### config.mk
export PLATFORM = sky130hd
export DESIGN_NAME = safe_status_display
export DESIGN_NICKNAME = d
export VERILOG_FILES = /design/src/rtl/ssd_pkg.sv /design/src/rtl/ssd_scan_timer.sv /design/src/rtl/ssd_frame_latch.sv /design/src/rtl/ssd_glyph_sel.sv /design/src/rtl/safe_status_display.sv
export SDC_FILE = /design/constraint.sdc
export NUM_CORES = 1
export LEC_CHECK = 0
export BUFFER_PORTS_ARGS = -buffer_cell sky130_fd_sc_hd__clkbuf_2
export CORE_MARGIN = 1
export CORE_UTILIZATION = 57
export DETAILED_ROUTE_END_ITERATION = 6
export GPL_ROUTABILITY_DRIVEN = 0
export PLACE_DENSITY = 0.79
export REMOVE_ABC_BUFFERS = 1
export SYNTH_ARGS = -nofsm -noshare
export SYNTH_HDL_FRONTEND = slang
export SYNTH_SLANG_ARGS = --single-unit
### constraint.sdc
create_clock -name clk -period 2.6 [get_ports clk]
set_input_delay 0.13 -clock clk [delete_from_list [all_inputs] [get_ports clk]]
set_output_delay 0.13 -clock clk [all_outputs]
set_load 0.01 [all_outputs]
### src/rtl/ssd_pkg.sv
// Shared types and glyph encodings for the lock status display.
// Assumes segment vectors are ordered bit0=a .. bit6=g and active high
// inside the block; inversion to active low happens at the outputs.
package ssd_pkg;

    localparam int NIB_W = 4;
    localparam int SEG_W = 7;

    typedef enum logic [1:0] {
        ST_CLOSED = 2'b00,
        ST_OPENED = 2'b01,
        ST_ENTRY  = 2'b10,
        ST_STORED = 2'b11
    } lock_status_e;

    typedef logic [SEG_W-1:0] seg_t;

    localparam seg_t GLYPH_LET_C = 7'h39;
    localparam seg_t GLYPH_LET_O = 7'h3F;
    localparam seg_t GLYPH_LET_S = 7'h6D;
    localparam seg_t GLYPH_DARK  = 7'h00;

    // Map one nibble to its hex character, active high.
    function automatic seg_t hex_glyph(input logic [NIB_W-1:0] nib);
        seg_t g;
        case (nib)
            4'h0: g = 7'h3F;
            4'h1: g = 7'h06;
            4'h2: g = 7'h5B;
            4'h3: g = 7'h4F;
            4'h4: g = 7'h66;
            4'h5: g = 7'h6D;
            4'h6: g = 7'h7D;
            4'h7: g = 7'h07;
            4'h8: g = 7'h7F;
            4'h9: g = 7'h6F;
            4'hA: g = 7'h77;
            4'hB: g = 7'h7C;
            4'hC: g = 7'h39;
            4'hD: g = 7'h5E;
            4'hE: g = 7'h79;
            default: g = 7'h71;
        endcase
        return g;
    endfunction

endpackage

### src/rtl/ssd_scan_timer.sv
// Refresh counter and digit scan index.
// Counts DWELL_CYCLES clocks per digit, then steps the index from 0
// (leftmost) to DIGITS-1 (rightmost) and wraps. frame_wrap_o is high in
// the cycle whose edge returns the scan to digit 0.
// Assumes DWELL_CYCLES >= 2 and DIGITS >= 2.
module ssd_scan_timer #(
    parameter int DWELL_CYCLES = 100000,
    parameter int DIGITS       = 4,
    localparam int CNT_W       = $clog2(DWELL_CYCLES),
    localparam int IDX_W       = $clog2(DIGITS)
) (
    input  logic             clk,
    input  logic             rst_n,
    output logic [IDX_W-1:0] idx_o,
    output logic             frame_wrap_o
);

    localparam logic [CNT_W-1:0] CNT_LAST = CNT_W'(DWELL_CYCLES - 1);
    localparam logic [IDX_W-1:0] IDX_LAST = IDX_W'(DIGITS - 1);

    logic [CNT_W-1:0] cnt_q;
    logic [IDX_W-1:0] idx_q;
    logic             dwell_done;

    assign dwell_done   = (cnt_q == CNT_LAST);
    assign frame_wrap_o = dwell_done && (idx_q == IDX_LAST);
    assign idx_o        = idx_q;

    // Dwell counter: restarts at zero after each digit period.
    always_ff @(posedge clk) begin
        if (!rst_n)          cnt_q <= '0;
        else if (dwell_done) cnt_q <= '0;
        else                 cnt_q <= cnt_q + 1'b1;
    end

    // Digit index: steps once per dwell period and wraps after the last digit.
    always_ff @(posedge clk) begin
        if (!rst_n)                       idx_q <= '0;
        else if (dwell_done) begin
            if (idx_q == IDX_LAST)        idx_q <= '0;
            else                          idx_q <= idx_q + 1'b1;
        end
    end

    // the digit index moves only when a full dwell period has elapsed.
    p_dwell_step_r4: assert property (@(posedge clk) disable iff (!rst_n)
        (idx_q != $past(idx_q)) |-> ($past(cnt_q) == CNT_LAST));

    // the dwell counter never runs past its last value.
    p_cnt_bound_r4: assert property (@(posedge clk) disable iff (!rst_n)
        (cnt_q <= CNT_LAST));

endmodule

### src/rtl/ssd_frame_latch.sv
// Display snapshot of status and passcode.
// Loads on the first clock after reset and on every frame wrap; holds
// otherwise so one frame always shows one consistent input.
module ssd_frame_latch
    import ssd_pkg::*;
#(
    parameter int DIGITS = 4,
    localparam int PASS_W = DIGITS * NIB_W
) (
    input  logic              clk,
    input  logic              rst_n,
    input  logic              frame_wrap_i,
    input  logic [1:0]        status_i,
    input  logic [PASS_W-1:0] pass_i,
    output lock_status_e      status_o,
    output logic [PASS_W-1:0] pass_o,
    output logic              valid_o
);

    lock_status_e      status_q;
    logic [PASS_W-1:0] pass_q;
    logic              valid_q;
    logic              load;

    assign load     = !valid_q || frame_wrap_i;
    assign status_o = status_q;
    assign pass_o   = pass_q;
    assign valid_o  = valid_q;

    // Snapshot registers: capture inputs on a load, otherwise hold.
    always_ff @(posedge clk) begin
        if (!rst_n) begin
            status_q <= ST_CLOSED;
            pass_q   <= '0;
            valid_q  <= 1'b0;
        end else if (load) begin
            status_q <= lock_status_e'(status_i);
            pass_q   <= pass_i;
            valid_q  <= 1'b1;
        end
    end

    // between frame wraps the snapshot does not move.
    p_snapshot_hold_r10: assert property (@(posedge clk) disable iff (!rst_n)
        !frame_wrap_i && valid_q |=> $stable(pass_q) && $stable(status_q));

    // once a load has happened the snapshot is marked valid.
    p_valid_after_load_r2: assert property (@(posedge clk) disable iff (!rst_n)
        load |=> valid_q);

endmodule

### src/rtl/ssd_glyph_sel.sv
// Glyph selection for the digit being scanned.
// Splits the passcode into per-digit nibbles (digit 0 = most significant)
// and picks either the status letter or the nibble's hex character.
// Output is active high and purely combinational.
module ssd_glyph_sel
    import ssd_pkg::*;
#(
    parameter int DIGITS = 4,
    localparam int PASS_W = DIGITS * NIB_W,
    localparam int IDX_W  = $clog2(DIGITS)
) (
    input  lock_status_e      status_i,
    input  logic [PASS_W-1:0] pass_i,
    input  logic [IDX_W-1:0]  idx_i,
    output seg_t              seg_o
);

    logic [NIB_W-1:0] nib_arr [DIGITS];
    logic [NIB_W-1:0] nib_sel;

    // Nibble split: digit d takes the d-th nibble counted from the top.
    for (genvar d = 0; d < DIGITS; d++) begin : g_nib
        assign nib_arr[d] = pass_i[(DIGITS-1-d)*NIB_W +: NIB_W];
    end

    // Nibble mux for the scanned digit.
    always_comb begin
        nib_sel = '0;
        for (int d = 0; d < DIGITS; d++) begin
            if (idx_i == IDX_W'(d)) nib_sel = nib_arr[d];
        end
    end

    // Status-dependent glyph choice.
    always_comb begin
        unique case (status_i)
            ST_CLOSED: seg_o = GLYPH_LET_C;
            ST_OPENED: seg_o = GLYPH_LET_O;
            ST_STORED: seg_o = GLYPH_LET_S;
            default:   seg_o = hex_glyph(nib_sel);
        endcase
    end

endmodule

### src/rtl/safe_status_display.sv
// Lock status seven-segment display controller (top).
// Time-multiplexes a DIGITS-wide common-anode display: one digit enable
// low at a time, leftmost digit on the highest enable bit. Segment and
// enable outputs are registered together. Segments stay dark until the
// first snapshot of status and passcode has been taken.
module safe_status_display
    import ssd_pkg::*;
#(
    parameter int DWELL_CYCLES = 100000,
    parameter int DIGITS       = 4,
    localparam int PASS_W      = DIGITS * NIB_W,
    localparam int IDX_W       = $clog2(DIGITS)
) (
    input  logic              clk,
    input  logic              rst_n,
    input  logic [1:0]        lock_status_i,
    input  logic [PASS_W-1:0] passcode_i,
    output logic [SEG_W-1:0]  seg_n_o,
    output logic              dp_n_o,
    output logic [DIGITS-1:0] digit_en_n_o
);

    localparam logic [DIGITS-1:0] EN_LEFT_N = ~(DIGITS'(1) << (DIGITS - 1));

    logic [IDX_W-1:0]  scan_idx;
    logic              frame_wrap;
    lock_status_e      snap_status;
    logic [PASS_W-1:0] snap_pass;
    logic              snap_valid;
    seg_t              glyph;
    logic [DIGITS-1:0] en_n_next;

    ssd_scan_timer #(
        .DWELL_CYCLES (DWELL_CYCLES),
        .DIGITS       (DIGITS)
    ) u_timer (
        .clk          (clk),
        .rst_n        (rst_n),
        .idx_o        (scan_idx),
        .frame_wrap_o (frame_wrap)
    );

    ssd_frame_latch #(
        .DIGITS       (DIGITS)
    ) u_latch (
        .clk          (clk),
        .rst_n        (rst_n),
        .frame_wrap_i (frame_wrap),
        .status_i     (lock_status_i),
        .pass_i       (passcode_i),
        .status_o     (snap_status),
        .pass_o       (snap_pass),
        .valid_o      (snap_valid)
    );

    ssd_glyph_sel #(
        .DIGITS       (DIGITS)
    ) u_glyph (
        .status_i     (snap_status),
        .pass_i       (snap_pass),
        .idx_i        (scan_idx),
        .seg_o        (glyph)
    );

    // Enable decode: scan index 0 maps to the highest enable bit.
    always_comb begin
        en_n_next = '1;
        for (int d = 0; d < DIGITS; d++) begin
            if (scan_idx == IDX_W'(d)) en_n_next[DIGITS-1-d] = 1'b0;
        end
    end

    // Output registers: segments and enable update on the same edge.
    always_ff @(posedge clk) begin
        if (!rst_n) begin
            seg_n_o      <= '1;
            digit_en_n_o <= EN_LEFT_N;
        end else begin
            seg_n_o      <= snap_valid ? ~glyph : ~GLYPH_DARK;
            digit_en_n_o <= en_n_next;
        end
    end

    // Decimal point is never lit.
    assign dp_n_o = 1'b1;

    // exactly one digit is enabled on every cycle.
    p_one_digit_r3: assert property (@(posedge clk) disable iff (!rst_n)
        $countones(~digit_en_n_o) == 1);

    // on the first edge after reset the segments are still dark.
    p_dark_after_reset_r2: assert property (@(posedge clk) disable iff (!rst_n)
        $rose(rst_n) |-> (seg_n_o == '1));

endmodule

Yosys cells after proc, flatten, opt, wreduce, memory -nomap -nowiden
Memories as Yosys holds them, arrays and structs flattened.
Index checks and enable logic that the tools add are counted.
{ "totals": {"inputBits": 20, "wordCells": 35, "mem_count": 1, "ff_bits": 49, "ramBits": 0, "rom_bits": 112, "latchBits": 0} }
{ "op_classes": {"multipliers": 0, "bitwise_logic": 2, "div": 0, "order_cmp": 0, "reduce_logical": 7, "n_eq_ne": 6, "shift": 0, "n_mux": 10, "addsub": 2} }
{ "memory_table": {"columns": ["memory", "depth", "width", "rd", "rd_ports_with_merged_regs", "wr", "line", "text"], "rows": [
  ["(no name shown)", 16, 7, 1, 0, 0, "ssd_pkg.sv:26", "case (nib)"]
]} }
{ "op_table": {"columns": ["operator", "count"], "rows": [
  ["one-hot mux 7 bit (3 select lines)", 1],
  ["adder 17 x 1 -> 17 bit, second input constant", 1],
  ["equality test 17 bit, second input constant", 1],
  ["2-to-1 mux 4 bit", 4],
  ["inverter 7 bit", 1],
  ["equality test 2 bit, second input constant", 3],
  ["equality test 2 x 1 -> 1 bit, second input constant", 2],
  ["logical NOT 2 bit", 2],
  ["2-to-1 mux 1 bit", 4],
  ["adder 2 x 1 -> 2 bit, second input constant", 1],
  ["2-to-1 mux 2 bit", 1],
  ["AND reduction 2 bit", 1],
  ["OR reduction 2 bit", 1],
  ["logical AND 1 bit", 1],
  ["logical NOT 1 bit", 1],
  ["logical OR 1 bit", 1],
  ["inverter 1 bit", 1]
]} }

Longest topological paths before layout
An unclocked memory read counts as a cell.
{ "logic_depth": {"word_depth": 8, "depth_mapped": 11, "mapped_depth_nobuf": 10} }

Modules after synthesis
From an unflattened synthesis, not the netlist that was laid out.
{ "hier_totals": {"cells_unflattened": 253, "area_unflattened_um2": 2416.1} }
{ "by_module_without_submodules": {"columns": ["module", "seq_area_each_um2", "instances", "area_each_um2", "cells_per_inst"], "rows": [
  ["ssd_scan_timer", 380.4, 1, 905.9, 97],
  ["ssd_frame_latch", 380.4, 1, 775.7, 81],
  ["ssd_glyph_sel", 0.0, 1, 429.2, 50],
  ["safe_status_display", 220.2, 1, 305.3, 25]
]} }

Worst setup path before layout
OpenSTA, ideal clock, no wires.
{ "synth_timing": {"path_kind": "flip-flop to flip-flop", "from": "register u_timer.idx_q[0] (netlist: u_timer.idx_o[0])", "to": "register seg_n_o[1]", "setup_time_ps": 82, "n_path_buf": 1, "synth_period_minus_slack_ps": 2360, "slack_ps": 240, "t_required_ps": 2518, "path_stages_with_launch": 9, "t_arrival_ps": 2278, "path_cell_list": "dfxtp_1 -> ha_1 -> clkbuf_1 -> a211oi_1 -> a211oi_1 -> inv_1 -> ha_1 -> o31a_1 -> o221ai_1"} }
{ "synth_via": {"elab_chain_len": 8, "word_cells_on_any_way": 11, "cone_classes": "eq/ne: 3; mux: 5; bitwise: 1; reduce/logical: 1; memory: 1"} }
{ "synth_lines": {"columns": ["element", "line", "text"], "rows": [
  ["start: declaration", "ssd_scan_timer.sv:22", "logic [IDX_W-1:0] idx_q;"],
  ["start signal: assignment", "ssd_scan_timer.sv:41", "else idx_q <= idx_q + 1'b1;"],
  ["logical NOT 2 bit", "ssd_glyph_sel.sv:30", "if (idx_i == IDX_W'(d)) nib_sel = nib_arr[d];"],
  ["2-to-1 mux 4 bit (3 in a row)", "ssd_glyph_sel.sv:30", null],
  ["2-to-1 mux 4 bit *", "ssd_glyph_sel.sv:30", null],
  ["memory (16 x 7 bit) *", null, null],
  ["one-hot mux 7 bit (3 select lines) *", "ssd_glyph_sel.sv:36", "unique case (status_i)"],
  ["inverter 7 bit *", "safe_status_display.sv:79", "seg_n_o <= snap_valid ? ~glyph : ~GLYPH_DARK;"],
  ["end signal: assignment", "safe_status_display.sv:79", null],
  ["end: declaration", "safe_status_display.sv:18", "output logic [SEG_W-1:0] seg_n_o,"]
]} }
Every way passes the cells marked *; elsewhere a longest branch is shown, timed or not.
A chain may end at the register's enable or synchronous reset.

Worst setup path after layout
Ends and elaborated chain as after synthesis.

==> flow_summary.json <==
{
  "status": "completed",
  "dpl.cell_count": 334,
  "r2r-start": "u_timer.idx_o[0]",
  "cp.required_ns": 2.83,
  "yosysSeqAreaShare": 0.406,
  "cts_tree": "done",
  "htreeDepth": 2,
  "fin_cells": 342,
  "reg2regPathDepth": 8,
  "hold_viol": 0,
  "worst-path-stages": 8,
  "ios": 32,
  "r2r_setup_slack_ns": 0.23,
  "cts_buffers": 5,
  "io_buffer_count": 30,
  "worstPathArrival_ns": 2.59,
  "dieArea_um2": 4500,
  "p_sw_frac": 0.254,
  "cp-start-kind": "flip-flop",
  "cpPeakStageDelay_ns": 0.42,
  "skew_ns": 0.0110,
  "postCtsSetupBuffers": 0,
  "syn-mean-instance-area_um2": 9.08,
  "core-area_um2": 4030,
  "syn_area_um2": 2410,
  "worstSetupEndpoint": "seg_n_o[1]",
  "clkTransAtPathRegs_ns": 0.09,
  "synthToLayoutAreaGrowth_pct": 9.64,
  "dpl_cell_area_um2": 2560,
  "fmax_mhz": 422,
  "clock_sinks": 49,
  "postLayoutSetupSlackWorst_ns": 0.233,
  "synth_most_common_cell": "nand2_1",
  "synthArstFlopShare": 0,
  "cts-root-buf": "clkbuf_8",
  "drt_wl_total_um": 4460,
  "firstDrtPassIters": 4,
  "gr-total-overflow": 0,
  "synth_fa_ha_area_frac": 0.0570,
  "die_h_um": 67.1,
  "initial_core_util": 0.599,
  "synth-simple-area-share": 0.232,
  "synth_warnings": 0,
  "worst_slew_pin_slew_ns": 1.14,
  "fin_crit_sh": 0.911,
  "drt_iter0_drc": 128,
  "rsz0062_at_grt": "false",
  "final.setup.tns_ns": 0,
  "synth_area_leaders": "dfxtp_1 (41%), mux2i_1 (10%), nand2_1 (7.9%)",
  "syn_inst": 266,
  "seq_power_share": 0.578,
  "via_count": 1872,
  "cts_buffer_depth": 2,
  "drc": 0,
  "cp_cell_sequence": "inv_1 -> ha_1 -> nor3b_1 -> a211oi_1 -> inv_1 -> ha_1 -> o31a_1 -> o221ai_1",
  "p_sw_uw": 350,
  "hold_path_class": "in2reg",
  "antenna_found_initial": 0,
  "synth_xor_area_frac": 0.0363,
  "crit_family": "compound AO/OA/AOI/OAI gates",
  "r2r_end": "seg_n_o[1]",
  "power.share.clock": 0.321,
  "synth_ff_type": "dfxtp_1",
  "wl_per_cell_um": 13.0,
  "setup.worst_path.end_class": "flip-flop",
  "pre_cts_slack_ns": 0.287,
  "rows": 23,
  "grt_max_degree": 36,
  "ys_types": 51,
  "path_max_fanout": 9,
  "grt_usage": 0.223,
  "clock_latency_ns": 0.31,
  "synthMuxAreaShare": 0.104,
  "drv_slew": 0,
  "comb_power_share": 0.100,
  "nets": 322,
  "num_antenna_cells": 0,
  "powerDensity_nw_per_um2": 520,
  "synth_compound_gate_area_share": 0.110,
  "ant_nets": 0,
  "synth_top_cell_by_area": "dfxtp_1",
  "n_fill_cell": 345,
  "power_uw": 1380,
  "synthTopCellsByCount": "nand2_1 (51), dfxtp_1 (49), mux2i_1 (25)",
  "p_leak_uw": 0.00113,
  "die_w_um": 67.1,
  "worst-path-buf-inv": 2,
  "drive_above_1_share": 0.171,
  "grt_pass1_vias": 1678,
  "relSlewSlack": 0.238,
  "synth_top_area_share": 0.406,
  "internal_power_uw": 1030,
  "final_area_um2": 2650,
  "synth_edf_count": 0,
  "slowest_stage": "dfxtp_1",
  "drt-vias-per-instance": 5.47,
  "peakVddDrop_mv": 0.356,
  "grt_pass1_wl_um": 7520,
  "worst-setup-path-type": "reg2reg",
  "dpl.hpwl_um": 3170,
  "synth_top_family_by_area": "simple AND/OR/NAND/NOR gates",
  "max_cap_viol_count": 0,
  "setup_viol": 0,
  "crit_start": "u_timer.idx_o[0]",
  "period_needed_ns": 2.37,
  "ys_ff_latch": 49
}
[registers in the layout, indices dropped and copies added (netlist names)]
register          count
u_latch.pass_o       16
u_timer.cnt_q        17
u_timer.idx_o         2
digit_en_n_o          4
u_latch.status_o      2
u_latch.valid_o       1
seg_n_o               7
[metrics by stage]
stage / hold slack, ns / util
2_1_floorplan: 0.158 / -
3_3_place_gp: 0.356 / 0.635
3_5_place_dp: 0.365 / 0.635
4_1_cts: 0.0425 / 0.657
5_1_grt: 0.0407 / 0.657
6_report: 0.0445 / 0.657
[tightest hold or removal path, cell delays in order]
cell and delay, ns:
clkbuf_2 0.08, nand2_1 0.04, mux2i_1 0.05
[kinds of logic (layout without fill, tap and decap cells)]
group | Yosys count | in the layout
buffers and inverters | 26 | 52
AND/OR/NAND/NOR | 109 | 109
multiplexers | 25 | 25
other | 1 | 1
flip-flops | 49 | 49
AO/OA/AOI/OAI | 35 | 35
XOR/XNOR | 10 | 10
adder cells (fa/ha/maj) | 11 | 11
[timing repair]
action | in CTS | in global routing
hold buffers | 0 | 0
gates resized for setup | 0 | 1
endpoints found under the setup margin | 0 | 1
[cells in the final DEF (no fill, tap or decap), types with 6 or more instances in the layout]
| cell | count |
|---|---|
| o221ai_1 | 6 |
| ha_1 | 10 |
| dfxtp_1 | 49 |
| clkbuf_2 | 30 |
| a21oi_1 | 6 |
| nand3_1 | 7 |
| mux2i_1 | 25 |
| nor2_1 | 15 |
| xor2_1 | 9 |
| nand4_1 | 6 |
| nand2_1 | 51 |
| inv_1 | 12 |
[metal layers]
metal | routed length (um) | global-route usage | share of wire
met5 | 0 | 0 | 0
met4 | 67 | 0.104 | 0.015
met3 | 172 | 0.0479 | 0.039
met2 | 1980 | 0.345 | 0.44
met1 | 2240 | 0.292 | 0.50
[worst min-delay path by stage]
stage                        from                 to  slack [ns]  cells after the start
floorplan                   rst_n    u_latch.valid_o        0.16                      0
finish              passcode_i[6]  u_latch.pass_o[6]        0.04                      3
detailed placement  passcode_i[6]  u_latch.pass_o[6]        0.36                      3
CTS                 passcode_i[9]  u_latch.pass_o[9]        0.04                      3
global route        passcode_i[7]  u_latch.pass_o[7]        0.04                      3
global placement    passcode_i[6]  u_latch.pass_o[6]        0.36                      3
[area by class of cell]
cell class / count / area [um2] / share of cell area
inverters: 12 / 45.0 / 0.0170
repair buffers: 32 / 165 / 0.0624
multi-input cells: 191 / 1310 / 0.494
well taps: 50 / 62.6 / 0.0236
clock inverters: 3 / 17.5 / 0.00662
clock buffers: 5 / 68.8 / 0.0260
flip-flops and latches: 49 / 981 / 0.371
[power by group through the flow]
stage	logic [uW]	clock network (uW)	registers [uW]
5_1_grt	154	477	799
2_1_floorplan	85.8	0	810
3_3_place_gp	134	0	811
4_1_cts	139	447	795
6_report	138	442	795
3_5_place_dp	137	0	812
Note: power is estimated with default switching activity, not from simulation.
